--- src/rtl/irq_agg_pkg.sv ---
package irq_agg_pkg;

    typedef enum logic [1:0] {
        ST_IDLE  = 2'd0,
        ST_FIRE  = 2'd1,
        ST_REARM = 2'd2
    } irq_state_e;

    localparam logic SEL_STATUS = 1'b0;
    localparam logic SEL_ENABLE = 1'b1;

endpackage

--- src/rtl/irq_src_capture.sv ---
module irq_src_capture #(
    parameter int N_BANK   = 4,
    parameter int N_PERIPH = 6,
    localparam int N_SRC   = N_BANK + N_PERIPH
) (
    input  logic                clk,
    input  logic                rst_n,
    input  logic [N_BANK-1:0]   bank_sum_i,
    input  logic [N_PERIPH-1:0] periph_req_i,
    output logic [N_SRC-1:0]    stat_o
);

    logic [N_SRC-1:0] raw;

    // Banks occupy the low bits, peripherals follow in ascending order
    assign raw = {periph_req_i, bank_sum_i};

    for (genvar g = 0; g < N_SRC; g++) begin : g_bit
        always_ff @(posedge clk or negedge rst_n) begin
            if (!rst_n) stat_o[g] <= 1'b0;
            else        stat_o[g] <= raw[g];
        end
    end

endmodule

--- src/rtl/irq_enable_reg.sv ---
module irq_enable_reg #(
    parameter int N_SRC = 10
) (
    input  logic             clk,
    input  logic             rst_n,
    input  logic             wr_i,
    input  logic [N_SRC-1:0] src_wdata_i,
    input  logic             glob_wdata_i,
    output logic [N_SRC-1:0] src_en_o,
    output logic             glob_en_o
);

    always_ff @(posedge clk or negedge rst_n) begin
        if (!rst_n) begin
            src_en_o  <= '0;
            glob_en_o <= 1'b0;
        end else if (wr_i) begin
            src_en_o  <= src_wdata_i;
            glob_en_o <= glob_wdata_i;
        end
    end

endmodule

--- src/rtl/irq_edge_fsm.sv ---
module irq_edge_fsm
    import irq_agg_pkg::*;
(
    input  logic       clk,
    input  logic       rst_n,
    input  logic       active_i,
    input  logic       stat_rd_i,
    output logic       irq_o,
    output irq_state_e state_o
);

    irq_state_e state_q, state_d;

    always_comb begin
        state_d = state_q;
        unique case (state_q)
            ST_IDLE:  if (active_i) state_d = ST_FIRE;
            ST_FIRE: begin
                if (!active_i)      state_d = ST_IDLE;
                else if (stat_rd_i) state_d = ST_REARM;
            end
            ST_REARM: state_d = active_i ? ST_FIRE : ST_IDLE;
            default:  state_d = ST_IDLE;
        endcase
    end

    always_ff @(posedge clk or negedge rst_n) begin
        if (!rst_n) state_q <= ST_IDLE;
        else        state_q <= state_d;
    end

    always_comb begin
        irq_o   = (state_q == ST_FIRE);
        state_o = state_q;
    end

endmodule

--- src/rtl/irq_aggregator.sv ---
module irq_aggregator
    import irq_agg_pkg::*;
#(
    parameter int N_BANK   = 4,
    parameter int N_PERIPH = 6,
    parameter int DATA_W   = 16,
    parameter int GEN_BIT  = 15
) (
    input  logic                clk,
    input  logic                rst_n,
    input  logic [N_BANK-1:0]   bank_sum_i,
    input  logic [N_PERIPH-1:0] periph_req_i,
    input  logic                reg_sel_i,
    input  logic                reg_wr_i,
    input  logic                reg_rd_i,
    input  logic [DATA_W-1:0]   reg_wdata_i,
    output logic [DATA_W-1:0]   reg_rdata_o,
    output logic                irq_o
);

    localparam int N_SRC = N_BANK + N_PERIPH;

    logic [N_SRC-1:0] src_stat;
    logic [N_SRC-1:0] src_en;
    logic             glob_en;
    logic             active;
    logic             stat_rd;
    irq_state_e       fsm_state;
    logic             unused_wbits;

    assign unused_wbits = ^reg_wdata_i;

    irq_src_capture #(.N_BANK(N_BANK), .N_PERIPH(N_PERIPH)) u_cap (
        .clk          (clk),
        .rst_n        (rst_n),
        .bank_sum_i   (bank_sum_i),
        .periph_req_i (periph_req_i),
        .stat_o       (src_stat)
    );

    irq_enable_reg #(.N_SRC(N_SRC)) u_en (
        .clk          (clk),
        .rst_n        (rst_n),
        .wr_i         (reg_wr_i && (reg_sel_i == SEL_ENABLE)),
        .src_wdata_i  (reg_wdata_i[N_SRC-1:0]),
        .glob_wdata_i (reg_wdata_i[GEN_BIT]),
        .src_en_o     (src_en),
        .glob_en_o    (glob_en)
    );

    assign active  = glob_en && (|(src_stat & src_en));
    assign stat_rd = reg_rd_i && (reg_sel_i == SEL_STATUS);

    irq_edge_fsm u_fsm (
        .clk       (clk),
        .rst_n     (rst_n),
        .active_i  (active),
        .stat_rd_i (stat_rd),
        .irq_o     (irq_o),
        .state_o   (fsm_state)
    );

    always_comb begin
        reg_rdata_o = '0;
        if (reg_sel_i == SEL_ENABLE) begin
            reg_rdata_o[N_SRC-1:0] = src_en;
            reg_rdata_o[GEN_BIT]   = glob_en;
        end else begin
            reg_rdata_o[N_SRC-1:0] = src_stat;
        end
    end

endmodule

--- config.mk ---
export PLATFORM = sky130hd
export DESIGN_NAME = irq_aggregator
export DESIGN_NICKNAME = d
export VERILOG_FILES = /design/src/rtl/irq_agg_pkg.sv /design/src/rtl/irq_src_capture.sv /design/src/rtl/irq_enable_reg.sv /design/src/rtl/irq_edge_fsm.sv /design/src/rtl/irq_aggregator.sv
export SDC_FILE = /design/constraint.sdc
export NUM_CORES = 1
export LEC_CHECK = 0
export BUFFER_PORTS_ARGS = -buffer_cell sky130_fd_sc_hd__buf_2
export CAP_MARGIN = 40
export CELL_PAD_IN_SITES_DETAIL_PLACEMENT = 1
export CELL_PAD_IN_SITES_GLOBAL_PLACEMENT = 1
export CORE_MARGIN = 2
export CORE_UTILIZATION = 31
export DETAILED_ROUTE_END_ITERATION = 12
export GPL_ROUTABILITY_DRIVEN = 0
export HOLD_SLACK_MARGIN = 0.05
export PLACE_DENSITY = 0.78
export SYNTH_ARGS = -nofsm -noshare
export SYNTH_HDL_FRONTEND = slang
export SYNTH_SLANG_ARGS = --single-unit
--- constraint.sdc ---
create_clock -name clk -period 1.1 [get_ports clk]
set_clock_uncertainty 0.1 [all_clocks]
set_input_delay 0.22 -clock clk [delete_from_list [all_inputs] [get_ports clk]]
set_output_delay 0.22 -clock clk [all_outputs]
set_load 0.02 [all_outputs]
Yosys cells after proc, flatten, opt, wreduce, memory -nomap -nowiden:

Index checks and enable logic that the tools add are counted.

* flip-flop bits (word level): 23

* bitwise gates (word level): 2
* muxes and demuxes: 7
* eq/ne operators: 4
* reductions and logical operators: 6

Operators with widths (number)
* 10-bit AND: 1
* 10-bit 2-to-1 mux: 1
* 10-bit OR reduction: 1
* 2-bit 2-to-1 mux: 3
* 2-bit case mux with 3 select lines: 1
* 1-bit logical AND: 3
* 3-bit != test, second input constant: 1
* 2-bit by 1-bit == test with 1-bit output, second input constant: 1
* 2-bit == test, second input constant: 1
* 2-bit logical NOT: 1
* 1-bit 2-to-1 mux: 2
* 2-bit by 1-bit != test with 1-bit output, second input constant: 1
* 2-bit AND reduction: 1
* 1-bit inverter: 1

Logic depth before layout (Yosys ltp):

Gate-level depths: netlist (run 1).

* word-level depth: 5
* depth in mapped cells: 3
* depth with buffers taken out: 3

Modules after synthesis:

A second synthesis (run 1) with hierarchy kept.

* cells, all modules: 66
* area, all modules: 1029.7 um2

Modules (own cells, without submodules)
* irq_enable_reg: cells an instance 23, sequential area each 275.3 um2, instances 1, area each 447.9 um2
* irq_aggregator: cells an instance 27, sequential area each 0.0 um2, instances 1, area each 250.2 um2
* irq_src_capture: cells an instance 10, sequential area each 250.2 um2, instances 1, area each 250.2 um2
* irq_edge_fsm: cells an instance 6, sequential area each 50.0 um2, instances 1, area each 81.3 um2

Least setup slack after synthesis (run 1):

No wires, ideal clock.

* kind: register to register
* from: register u_cap.stat_o[4]
* to: register u_fsm.state_q[0] (netlist: u_fsm.state_o[0])
* data required time: 863 ps
* arrival time: 922 ps
* setup slack: -59 ps
* period minus slack after synthesis: 1159 ps
* library setup time: 137 ps
* cell stages (with the launch flop): 4
* cell sequence: dfrtp_1 -> a22o_1 -> a221oi_1 -> a211oi_1

* cells in the longest elaborated chain, start to end: 5
* elaborated cells on any way between the ends: 9
* those cells by class: 2 x eq/ne; 3 x mux; 1 x bitwise; 3 x reduce/logical

RTL lines
* from (decl): line irq_src_capture.sv:10 `output logic [N_SRC-1:0] stat_o`
* from (signal, indexed assignment): line irq_src_capture.sv:21 `else stat_o[g] <= raw[g];`
* 10-bit AND (*): line irq_aggregator.sv:51 `assign active = glob_en && (|(src_stat & src_en));`
* 10-bit OR reduction (*): line irq_aggregator.sv:51
* 1-bit logical AND (*): line irq_aggregator.sv:51
* 1-bit 2-to-1 mux, or another cell as far along: line irq_edge_fsm.sv:22 `ST_REARM: state_d = active_i ? ST_FIRE : ST_IDLE;`
* 2-bit case mux with 3 select lines or 2-bit AND reduction (tied branches)
* to (signal assigned): line irq_edge_fsm.sv:29 `else state_q <= state_d;`
* to (decl): line irq_edge_fsm.sv:12 `irq_state_e state_q, state_d;`

Mark *: on every way between the ends. The rest lies on a longest branch, timed or not.
A chain may end at the register's enable or synchronous reset.

Final worst setup path (run 1):

* from: register u_cap.stat_o[7]
* to: output port reg_rdata_o[7]

* cells in the longest elaborated chain, start to end: 1

RTL lines
* 10-bit 2-to-1 mux: line irq_aggregator.sv:65 `if (reg_sel_i == SEL_ENABLE) begin`
* to (decl): line irq_aggregator.sv:17 `output logic [DATA_W-1:0] reg_rdata_o,`

No other way between the ends.

==> run summary, run 1 <==
The most critical setup path has its startpoint at u_cap.stat_o[7]. The number of fillers in the final layout came out at 321. The maximum buffer depth of the clock tree is 2. The share of the synthesized area in the top cell type is 0.570. The detailed router finished its first iteration with 9 violations. The register bit count reported by yosys came out at 23. The type of origin of the critical path is a flop. The TritonCTS clock tree is built.

Summing every instance area after synthesis gives 1010 µm². The data required time at the worst endpoint is 0.78 ns. The adder and majority gate portion of the synthesized area is 0.

The finished layout holds 197 standard cells, fillers aside. During synthesis, Yosys emitted a total of 0 warnings. The multi-input gate area in the final layout is 433 µm².

The count of buffers inserted at the top-level ports is 37. The area enclosed by the die boundary came out at 3730 µm². The detail-routed net length per standard cell is 17.0 µm.

The share of the synthesized area in compound gates (AO/OA/AOI/OAI) came out at 0.0595. Clock-pin slew was measured on the worst setup and hold paths at 0.14 ns. The top fanout value on the critical path came out at 2. The fraction of the mapped netlist area in simple logic gates is 0.0359. Sorting the synthesized cells by area gives the leading types as sky130_fd_sc_hd__dfrtp_1, sky130_fd_sc_hd__mux2_4, sky130_fd_sc_hd__mux2_2, sky130_fd_sc_hd__buf_4, sky130_fd_sc_hd__a22oi_1. The standard cell with the maximum stage delay on the critical path is sky130_fd_sc_hd__dfrtp_1.

After synthesis, the share of cell area in mux cells is 0.271. Across all register-to-register paths, the minimum setup slack is -0.25 ns. For this run, the slowest stage of the critical path takes 0.45 ns. The final design area excluding fillers is 1820 µm².

The post-placement cell area is 1290 µm². The initialized floorplan defines 20 standard-cell rows. The total overflow reported by the global router is 0. The width of the die is 61.1 µm. The initial antenna violation count came to 0.

Setup repair after global routing could not meet its margin everywhere. The all-layer global routing usage came out at 0.177. In this run the worst hold path is classified as input pin to flop. The final layout contains routed wiring with a total length of 3360 µm. The post-synthesis cell count came out at 67. The hold violation count in the final report was 0. The most critical setup path has its endpoint at reg_rdata_o[7]. The power density normalized to cell area came out at 1250 nW/µm².

The synthesis-to-finish area growth is 80.4%. The checks that failed: negative setup slack. The number of vias in the routed layout is 869. The fraction of layout instances using a drive strength above 1 is 0.614. Timing would allow up to 0.658 GHz. The standby leakage power is 0.901 nW. The top-level I/O count came out at 48. After synthesis, the largest family of logic cells by area is multiplexers. The worst-case reg-to-reg path depth came out at 4. The floorplan core area came out at 3080 µm². The worst setup path is of the flop to output pin kind. After the last flow step, the layout net total stands at 185. The run finished, with violations left. Leaving out fill and tap cells, the most frequent cells in the layout are sky130_fd_sc_hd__buf_2, sky130_fd_sc_hd__dfrtp_1, sky130_fd_sc_hd__dlygate4sd3_1. The critical path goes through mux2_2 > buf_6. The repair_antennas step left the layout with diodes totalling 0. The number of buffers created by CTS is 3. The number of levels the H-tree was split into is 1. For this configuration, the core starts out at a cell density of 0.328.

The leading cell type in the layout, fill and taps excluded is sky130_fd_sc_hd__buf_2. The transition at the pin with the smallest max-transition slack is 0.519 ns. At the placement stage, the worst setup path has a slack of -0.194 ns.

The number of endpoints failing setup at the final stage is 16. The highest ir drop seen on vdd came out at 0.995 mV. In this run the critical register-to-register path is launched from u_en.src_en_o[0]. The max-capacitance violation count came out at 0. Dividing the final minimum period by the clock period gives 1.38. The count of antenna-violating nets left after detailed routing is 0. For this run, design rule violations remaining after detail routing come to 0. The overall die height came out at 61.1 µm. The number of optimization iterations in the first detailed-route pass is 2.

The worst setup margin came out at -0.420 ns. The placed cell count came out at 152. The post-synthesis xor/xnor area fraction came out at 0.

The tree is rooted in a sky130_fd_sc_hd__clkbuf_4. STA classifies the critical path endpoint as an output pin. Of the synthesized area, sequential elements account for 0.570. The clock latency of the later-clocked register in the worst-skew pair is 0.33 ns.

The first global-routing pass estimated 4600 µm of wire. The detail-routed via count per cell came out at 4.41. Dividing the synthesized area by the synthesized cell count gives 15.1 µm². Entering global routing, the biggest net connects 24 pins. Detailed placement finished with a half-perimeter wire length of 1700 µm.

The final count of pins violating max slew is 0. The arrival time reported for the critical path endpoint came out at 1.20 ns. The sequential cells in the finished layout cover a total of 576 µm². In this run the critical register-to-register path is captured at u_fsm.state_o[1]. The worst slew margin relative to its limit came out at 0.654. The number of distinct library cell variants in the gate-level netlist after synthesis is 18. The via count of the first global-routing pass is 973.

The cell type with the highest aggregate area in the netlist is sky130_fd_sc_hd__dfrtp_1. The final critical path time including I/O delays and setup came out at 1.52 ns. The TritonCTS sink count is 23.
==> cell families after synthesis <==
kind of cell           count (synthesis)
other                                  1
flip-flops                            23
AND/OR/NAND/NOR                        6
buffers and inverters                  8
AO/OA/AOI/OAI                          8
multiplexers                          21
==> critical path, delay by kind of cell (launching register included) <==
kind,cells,cell delay (ns)
DFF,1,0.45
muxes,1,0.29
buffers and inverters,1,0.13
==> cell usage after synthesis <==
library cell and count:
sky130_fd_sc_hd__inv_1 1, sky130_fd_sc_hd__nor2b_1 2, sky130_fd_sc_hd__o21a_1 1, sky130_fd_sc_hd__buf_4 6, sky130_fd_sc_hd__a21oi_1 1, sky130_fd_sc_hd__mux2_4 10
sky130_fd_sc_hd__a22oi_1 3, sky130_fd_sc_hd__a211oi_1 1, sky130_fd_sc_hd__a221oi_1 1, sky130_fd_sc_hd__mux2_2 11, sky130_fd_sc_hd__a22o_1 1, sky130_fd_sc_hd__nand3_1 1
sky130_fd_sc_hd__conb_1 1, sky130_fd_sc_hd__and2_1 1, sky130_fd_sc_hd__and3_1 1, sky130_fd_sc_hd__buf_6 1, sky130_fd_sc_hd__dfrtp_1 23, sky130_fd_sc_hd__nand2_2 1
==> flip-flops by register name, indices dropped and copies added (netlist names) <==
signal / count
u_en.glob_en_o: 1
u_cap.stat_o: 10
u_fsm.state_o: 2
u_en.src_en_o: 10
==> final cells by class <==
type | count | area share
Timing Repair Buffer | 85 | 0.399
Multi-Input combinational cell | 40 | 0.238
Clock inverter | 1 | 0.00275
Clock buffer | 3 | 0.0124
Tap cell | 44 | 0.0302
Sequential cell | 23 | 0.316
Inverter | 1 | 0.00206
==> worst min-delay path by stage <==
stage | endpoint | cells past startpoint | from | slack [ns]
finish | u_fsm.state_o[1] | 4 | reg_rd_i | 0.18
CTS | u_fsm.state_o[1] | 4 | reg_rd_i | 0.17
global route | u_fsm.state_o[1] | 4 | reg_rd_i | 0.18
global placement | u_cap.stat_o[6] | 1 | rst_n | 0.10
detailed placement | u_cap.stat_o[6] | 1 | rst_n | 0.11
floorplan | u_cap.stat_o[0] | 0 | rst_n | -0.18
==> report_power, final <==
group,internal (mW),switching (mW)
registers,0.933,0.0563
clock network,0.137,0.285
logic,0.529,0.336
==> stage by stage <==
stage          hold WS (ns)  utilization  setup TNS (ns)  power (mW)
2_1_floorplan        -0.176            -               0        1.32
3_3_place_gp          0.104        0.421           -3.44        1.48
3_5_place_dp          0.113        0.421           -3.74        1.50
4_1_cts               0.173        0.563           -4.37        2.13
5_1_grt               0.184        0.592           -5.41        2.38
6_report              0.180        0.592           -4.77        2.28
==> per-layer routing <==
metal / vias up / wire, µm / GRT usage
li1: 396 / - / -
met1: 439 / 1230 / 0.209
met2: 26 / 1920 / 0.309
met3: 8 / 100 / 0.0273
met4: 0 / 113 / 0.0963
met5: - / 0 / 0
==> repair_timing <==
action,CTS,global route
hold buffers,22,0
buffers inserted,15,5
gates resized for setup,25,12
pin swaps,1,3
hold endpoints to repair,44,0
endpoints found under the setup margin,14,16
Note: power is estimated with default switching activity, not from simulation.
==> run 2: changes to the inputs <==
CORE_UTILIZATION = 32   (was 31)
PLACE_DENSITY = 0.79   (was 0.78)
SYNTH_HIERARCHICAL = 1   (was not set)
==> run summary, run 2 <==
The top fanout value on the critical path came out at 2 (unchanged). The number of endpoints failing setup at the final stage is 14 (was 16). The standby leakage power came to 0.893 nW (was 0.901 nW). The critical path start-end classification was flop to output pin (unchanged).

The worst min-delay path category is input pin to flop (unchanged). The number of distinct library cell variants in the gate-level netlist after synthesis came out at 17 (was 18). The total inserted antenna cells is 0 (unchanged).

The TritonCTS sink count is 23 (unchanged). The number of levels the H-tree was split into came out at 1 (unchanged). The detail-routed net length per standard cell is 16.6 µm (was 17.0 µm). The fraction of layout instances using a drive strength above 1 was 0.605 (was 0.614). The leading cell type in the layout, fill and taps excluded is sky130_fd_sc_hd__buf_2 (unchanged). The DRC violation total after the first TritonRoute iteration came out at 9 (unchanged). The sequential element share of the synthesized area came out at 0.559 (was 0.570). The post-synthesis cell count is 66 (was 67). The nature of the critical path endpoint is an output pin (unchanged).

The total overflow reported by the global router was 0 (unchanged). The highest ir drop seen on vdd came out at 0.737 mV (was 0.995 mV). The switching share of power was 0.292 (was 0.298). The detail-routed via count per cell is 4.51 (was 4.41). The cell type with the highest aggregate area in the netlist was sky130_fd_sc_hd__dfrtp_1 (unchanged). RSZ-0062 raised after global routing: yes (unchanged).

The worst slew margin relative to its limit came out at 0.666 (was 0.654). The via count of the first global-routing pass was 996 (was 973). The power density normalized to cell area is 1260 nW/µm² (was 1250 nW/µm²). The share of the synthesized area in the top cell type is 0.559 (was 0.570). The TritonCTS clock tree was built (unchanged).

The arrival time reported for the critical path endpoint is 1.27 ns (was 1.20 ns). The type of origin of the critical path is a flop (unchanged). The max-capacitance violation count is 0 (unchanged).

The pin count of the biggest net entering global routing is 24 (unchanged). The count of standard-cell rows is 20 (unchanged). The hold violation count in the final report was 0 (unchanged).

The cell at the root of the clock tree is sky130_fd_sc_hd__clkbuf_4 (unchanged). The worst-case setup slack after placement came to -0.317 ns (was -0.194 ns). The setup total negative slack is -5.34 ns (was -4.77 ns). The aggregate routed wire length came out at 3170 µm (was 3360 µm). The first-pass GRT wire length came out at 4890 µm (was 4600 µm). The top-level I/O count came out at 48 (unchanged). The effective utilization at floorplan is 0.337 (was 0.328). The number of enable flip-flop cells after synthesis is 0 (unchanged). The top achievable clock speed was 0.629 GHz (was 0.658 GHz). The clock latency of the later-clocked register in the worst-skew pair is 0.33 ns (about the same). The post-placement cell area came out at 1260 µm² (was 1290 µm²).

The width of the die was 60.7 µm (was 61.1 µm). The final design area excluding fillers came out at 1800 µm² (was 1820 µm²). The final critical path time including I/O delays and setup came to 1.59 ns (was 1.52 ns). The initial antenna violation count is 0 (unchanged).

The cell internal power dissipation is 1.60 mW (about the same). The async set or reset register ratio after synthesis came out at 1.00 (unchanged). The count of nets after finishing is 179 (was 185). The dominant register cell in the synthesized netlist was sky130_fd_sc_hd__dfrtp_1 (unchanged).

The number of vias in the routed layout came out at 862 (was 869). Most frequent cells in the layout: sky130_fd_sc_hd__buf_2, sky130_fd_sc_hd__dfrtp_1, sky130_fd_sc_hd__dlygate4sd3_1 (unchanged). The overall die height came to 60.7 µm (was 61.1 µm). The half-perimeter wire length of the detailed placement result is 1600 µm (was 1700 µm). The worst setup margin came out at -0.491 ns (was -0.420 ns). The most used standard cell by instance count after synthesis is sky130_fd_sc_hd__dfrtp_1 (unchanged).

The maximum buffer depth of the clock tree was 2 (unchanged). Top cells by instance count after synthesis: sky130_fd_sc_hd__dfrtp_1, sky130_fd_sc_hd__mux2_2, sky130_fd_sc_hd__mux2_4 (unchanged). Outcome: finished with violations (unchanged). The final count of pins violating max slew is 0 (unchanged). The number of buffers created by CTS is 3 (unchanged). The count of antenna-violating nets left after detailed routing came to 0 (unchanged).

The data required time at the worst endpoint is 0.78 ns (about the same). The register bit count reported by yosys is 23 (unchanged). The area enclosed by the die boundary came out at 3690 µm² (was 3730 µm²). Failing checks: negative setup slack (unchanged).

The floorplan core area came out at 3050 µm² (was 3080 µm²). The count of buffers inserted at the top-level ports is 37 (unchanged). The proportion of power drawn by combinational gates was 0.376 (was 0.380).

The sequential fraction of design power was 0.441 (was 0.435). Cells taking the most area after synthesis: sky130_fd_sc_hd__dfrtp_1, sky130_fd_sc_hd__mux2_4, sky130_fd_sc_hd__mux2_2, sky130_fd_sc_hd__buf_4, sky130_fd_sc_hd__a221oi_2 (was sky130_fd_sc_hd__dfrtp_1, sky130_fd_sc_hd__mux2_4, sky130_fd_sc_hd__mux2_2, sky130_fd_sc_hd__buf_4, sky130_fd_sc_hd__a22oi_1). The number of warnings printed during yosys synthesis is 6 (was 0). The all-layer global routing usage is 0.193 (was 0.177). The clock edge transition at the registers on the reported setup and hold paths came to 0.14 ns (about the same). The synthesized area per cell came to 15.6 µm² (was 15.1 µm²). The share of power burned in the clock network came out at 0.183 (was 0.185). The combined area of all synthesized cells is 1030 µm² (was 1010 µm²). The overall power of the completed layout is 2.26 mW (was 2.28 mW). The transition at the pin with the smallest max-transition slack came out at 0.501 ns (was 0.519 ns). The synthesis-to-finish area growth is 74.5% (was 80.4%). The post-route clock period utilization is 1.45 (was 1.38). The net switching power figure is 0.661 mW (was 0.677 mW).

The number of optimization iterations in the first detailed-route pass is 4 (was 2). The number of remaining DRC errors was 0 (unchanged).
## run 2: cell count changes in the layout (fill, tap and decap cells not counted), moves of 2 or more
cell,previous run,this run
sky130_fd_sc_hd__buf_4,17,14
sky130_fd_sc_hd__mux2_2,10,1
sky130_fd_sc_hd__a22oi_2,2,0
sky130_fd_sc_hd__buf_12,2,0
sky130_fd_sc_hd__mux2_4,11,20
sky130_fd_sc_hd__and2_4,0,2
## run 2: path summary, 6_finish.rpt
path                       slack (ns)              from  depth (start not counted)                to
max in group asynchronous        0.26             rst_n                          2   u_cap/stat_o[5]
hold / removal                   0.20          reg_rd_i                          3  u_fsm/state_o[1]
hold reg to reg                  0.48  u_fsm/state_o[0]                          2  u_fsm/state_o[0]
setup reg to reg                -0.40  u_en/src_en_o[5]                          5  u_fsm/state_o[0]
setup / recovery                -0.49  u_en/src_en_o[0]                          3    reg_rdata_o[0]
min in group asynchronous        0.29             rst_n                          2  u_en/src_en_o[4]
## run 2: layer usage
layer | vias up | track usage | part of all wire
met5 | - | 0 | 0
met4 | 0 | 0.0994 | 0.033
met3 | 10 | 0.0384 | 0.056
met2 | 34 | 0.346 | 0.53
met1 | 433 | 0.215 | 0.38
li1 | 385 | - | -
## run 2: metrics by stage
stage,utilization,cells,hold WS (ns)
final,0.589,191,0.203
after global placement,0.414,149,0.113
after global routing,0.589,191,0.191
after CTS,0.570,189,0.220
after detailed placement,0.414,149,0.125
after floorplan,-,70,-0.176
## run 2: cell type report
class | instances | area [µm²]
sequential | 23 | 576
fill | 322 | 1260
inverter | 1 | 3.75
multi-input combinational | 40 | 480
clock buffer | 4 | 26.3
timing repair buffer | 79 | 656
tap | 44 | 55.1
## run 2: logic make-up after synthesis
logic type,after synthesis,synth area share
DFF,23,0.559
muxes,21,0.266
buffers and inverters,8,0.0620
AOI/OAI and AO/OA,7,0.0656
and+or+nand+nor,6,0.0437
other,1,0.00364
## run 2: power groups by stage
| stage | sequential [mW] | combinational (mW) | clock [mW] |
|---|---|---|---|
| 2_1_floorplan | 0.998 | 0.336 | 0 |
| 3_3_place_gp | 1.01 | 0.475 | 0 |
| 3_5_place_dp | 1.01 | 0.487 | 0 |
| 4_1_cts | 0.987 | 0.778 | 0.402 |
| 5_1_grt | 1.01 | 0.901 | 0.461 |
| 6_report | 0.997 | 0.851 | 0.414 |
## run 2: timing repair
action                     in CTS  in global routing
hold endpoints to repair       44                  0
buffers inserted               14                  2
hold buffers                   22                  0
gates cloned                    0                  1
pin swaps                       2                  3
setup endpoints to repair      14                 19
resized for setup              37                  8
## run 2: worst max-delay path, cell delays in order, from the launching register on
cell                      delay [ns]
sky130_fd_sc_hd__dfrtp_1        0.43
sky130_fd_sc_hd__buf_6          0.13
sky130_fd_sc_hd__mux2_4         0.25
sky130_fd_sc_hd__buf_6          0.13
==> run 3: changes to the inputs <==
TNS_END_PERCENT = 10   (was not set)
==> run summary, run 3 (synthesis gave the netlist of run 2 again) <==
The detail-routed via count per cell came out at 4.38 (was 4.51). The effective utilization at floorplan came out at 0.337 (unchanged). The total overflow reported by the global router is 0 (unchanged).

The count of buffers inserted at the top-level ports is 37 (unchanged). The final instance count without filler cells came to 184 (was 191). The type of origin of the critical path is a flop (unchanged). The placed cell count is 154 (was 149).

The number of vias in the routed layout came out at 805 (was 862). The nature of the critical path endpoint is an output pin (unchanged). The data required time at the worst endpoint came out at 0.78 ns (about the same).

The fraction of layout instances using a drive strength above 1 is 0.564 (was 0.605). The overall die height came to 60.7 µm (unchanged). The area enclosed by the die boundary is 3690 µm² (unchanged). The worst-case setup slack after placement is -0.210 ns (was -0.317 ns). The clock edge transition at the registers on the reported setup and hold paths was 0.13 ns (was 0.14 ns). The worst setup margin was -0.464 ns (was -0.491 ns). The worst slew margin relative to its limit was 0.654 (was 0.666).

The top-level I/O count is 48 (unchanged). The highest ir drop seen on vdd is 0.745 mV (was 0.737 mV). The standby leakage power came out at 0.827 nW (was 0.893 nW).

The maximum buffer depth of the clock tree was 2 (unchanged). The worst min-delay path category is input pin to flop (unchanged). The share of power burned in the clock network is 0.187 (was 0.183). The final cell utilization of the core came to 0.548 (was 0.589). The hold violation count in the final report came out at 0 (unchanged).

The count of nets after finishing is 172 (was 179). The transition at the pin with the smallest max-transition slack came out at 0.519 ns (was 0.501 ns). The final count of pins violating max slew is 0 (unchanged). The top achievable clock speed came out at 0.640 GHz (was 0.629 GHz). The clock latency of the later-clocked register in the worst-skew pair is 0.31 ns (was 0.33 ns). Most frequent cells in the layout: sky130_fd_sc_hd__buf_2, sky130_fd_sc_hd__dfrtp_1, sky130_fd_sc_hd__dlygate4sd3_1 (unchanged).

The worst hold slack is 0.224 ns (was 0.203 ns). The number of remaining DRC errors is 0 (unchanged). The switching share of power is 0.288 (was 0.292).

The TritonCTS clock tree is built (unchanged). The setup total negative slack came to -5.39 ns (was -5.34 ns). The critical path start-end classification is flop to output pin (unchanged). The cell at the root of the clock tree was sky130_fd_sc_hd__clkbuf_4 (unchanged).

The synthesis-to-finish area growth came out at 62.6% (was 74.5%). The via count of the first global-routing pass is 966 (was 996). The number of buffers created by CTS is 3 (unchanged). The power density normalized to cell area came out at 1260 nW/µm² (about the same).

The top fanout value on the critical path was 2 (unchanged). The TritonCTS sink count is 23 (unchanged). The floorplan core area came out at 3050 µm² (unchanged). The final critical path time including I/O delays and setup is 1.56 ns (was 1.59 ns). The number of levels the H-tree was split into was 1 (unchanged). The total inserted antenna cells came out at 0 (unchanged).

The all-layer global routing usage is 0.193 (about the same). Outcome: finished with violations (unchanged). The initial antenna violation count came out at 0 (unchanged). The post-route clock period utilization is 1.42 (was 1.45). The pin count of the biggest net entering global routing was 24 (unchanged). The leading cell type in the layout, fill and taps excluded was sky130_fd_sc_hd__buf_2 (unchanged). The aggregate routed wire length was 3190 µm (was 3170 µm).

The count of standard-cell rows came out at 20 (unchanged). The half-perimeter wire length of the detailed placement result came out at 1770 µm (was 1600 µm). The count of antenna-violating nets left after detailed routing is 0 (unchanged).

The sequential fraction of design power was 0.478 (was 0.441). RSZ-0062 raised after global routing: yes (unchanged). Failing checks: negative setup slack (unchanged). The net switching power figure was 0.607 mW (was 0.661 mW). The DRC violation total after the first TritonRoute iteration came out at 13 (was 9). The first-pass GRT wire length was 4880 µm (was 4890 µm).

The arrival time reported for the critical path endpoint came out at 1.24 ns (was 1.27 ns). The cell internal power dissipation was 1.50 mW (was 1.60 mW). The number of optimization iterations in the first detailed-route pass is 4 (unchanged). The width of the die came to 60.7 µm (unchanged).

The proportion of power drawn by combinational gates came out at 0.335 (was 0.376). The detail-routed net length per standard cell is 17.3 µm (was 16.6 µm). The number of endpoints failing setup at the final stage was 14 (unchanged). The max-capacitance violation count is 0 (unchanged).
run 3: cell types whose count changed in the layout (fill, tap and decap cells not counted), moves of 2 or more:
cell / delta
sky130_fd_sc_hd__buf_2: +6
sky130_fd_sc_hd__buf_4: -6
sky130_fd_sc_hd__buf_6: -6
sky130_fd_sc_hd__mux2_2: +4
sky130_fd_sc_hd__mux2_4: -4
sky130_fd_sc_hd__and2_1: +2
sky130_fd_sc_hd__and2_4: -2
run 3: what timing repair did:
item | 4_1_cts | 5_1_grt
hold buffers | 22 | 0
setup endpoints to repair | 14 | 15
gates resized for setup | 21 | 4
buffers inserted | 3 | 1
hold endpoints to repair | 44 | 0
run 3: critical path, stage by stage, from the launching register on:
cell and delay (ns):
sky130_fd_sc_hd__dfrtp_1 0.42, sky130_fd_sc_hd__buf_6 0.12, sky130_fd_sc_hd__mux2_4 0.25, sky130_fd_sc_hd__buf_6 0.13
run 3: path summary, 6_finish.rpt:
path	start	endpoint	slack, ns	cells after the start
max reg2reg	u_en/src_en_o[0]	u_fsm/state_o[1]	-0.37	5
min	reg_rd_i	u_fsm/state_o[1]	0.22	3
min in group asynchronous	rst_n	u_cap/stat_o[8]	0.30	2
min reg2reg	u_en/src_en_o[3]	u_en/src_en_o[3]	0.46	1
max in group asynchronous	rst_n	u_cap/stat_o[5]	0.24	2
max	u_en/src_en_o[4]	reg_rdata_o[4]	-0.46	3
run 3: power by group through the flow:
stage                     combinational (mW)  clock (mW)  sequential [mW]
after floorplan                        0.331           0            0.998
after global placement                 0.496           0             1.01
after detailed placement               0.514           0             1.01
after CTS                              0.671       0.404             1.00
after global routing                   0.747       0.461             1.02
final                                  0.707       0.394             1.01
run 3: area by class of cell:
cell class / instances / area (µm²)
Multi-Input combinational cell: 39 / 428
Sequential cell: 23 / 576
Fill cell: 326 / 1380
Timing Repair Buffer: 73 / 586
Tap cell: 44 / 55.1
Inverter: 1 / 3.75
Clock buffer: 4 / 26.3
run 3: metal layers:
metal,vias to the layer above,global-route usage,part of all wire
met5,-,0,0
met4,0,0.0590,0.023
met3,12,0.0832,0.064
met2,33,0.332,0.53
met1,390,0.217,0.38
li1,370,-,-
run 3: through the flow:
stage                     total power [mW]  instance area (µm²)
final                                 2.11                 1670
after global placement                1.50                 1310
after floorplan                       1.33                 1040
after global routing                  2.23                 1670
after detailed placement              1.53                 1310
after CTS                             2.08                 1650
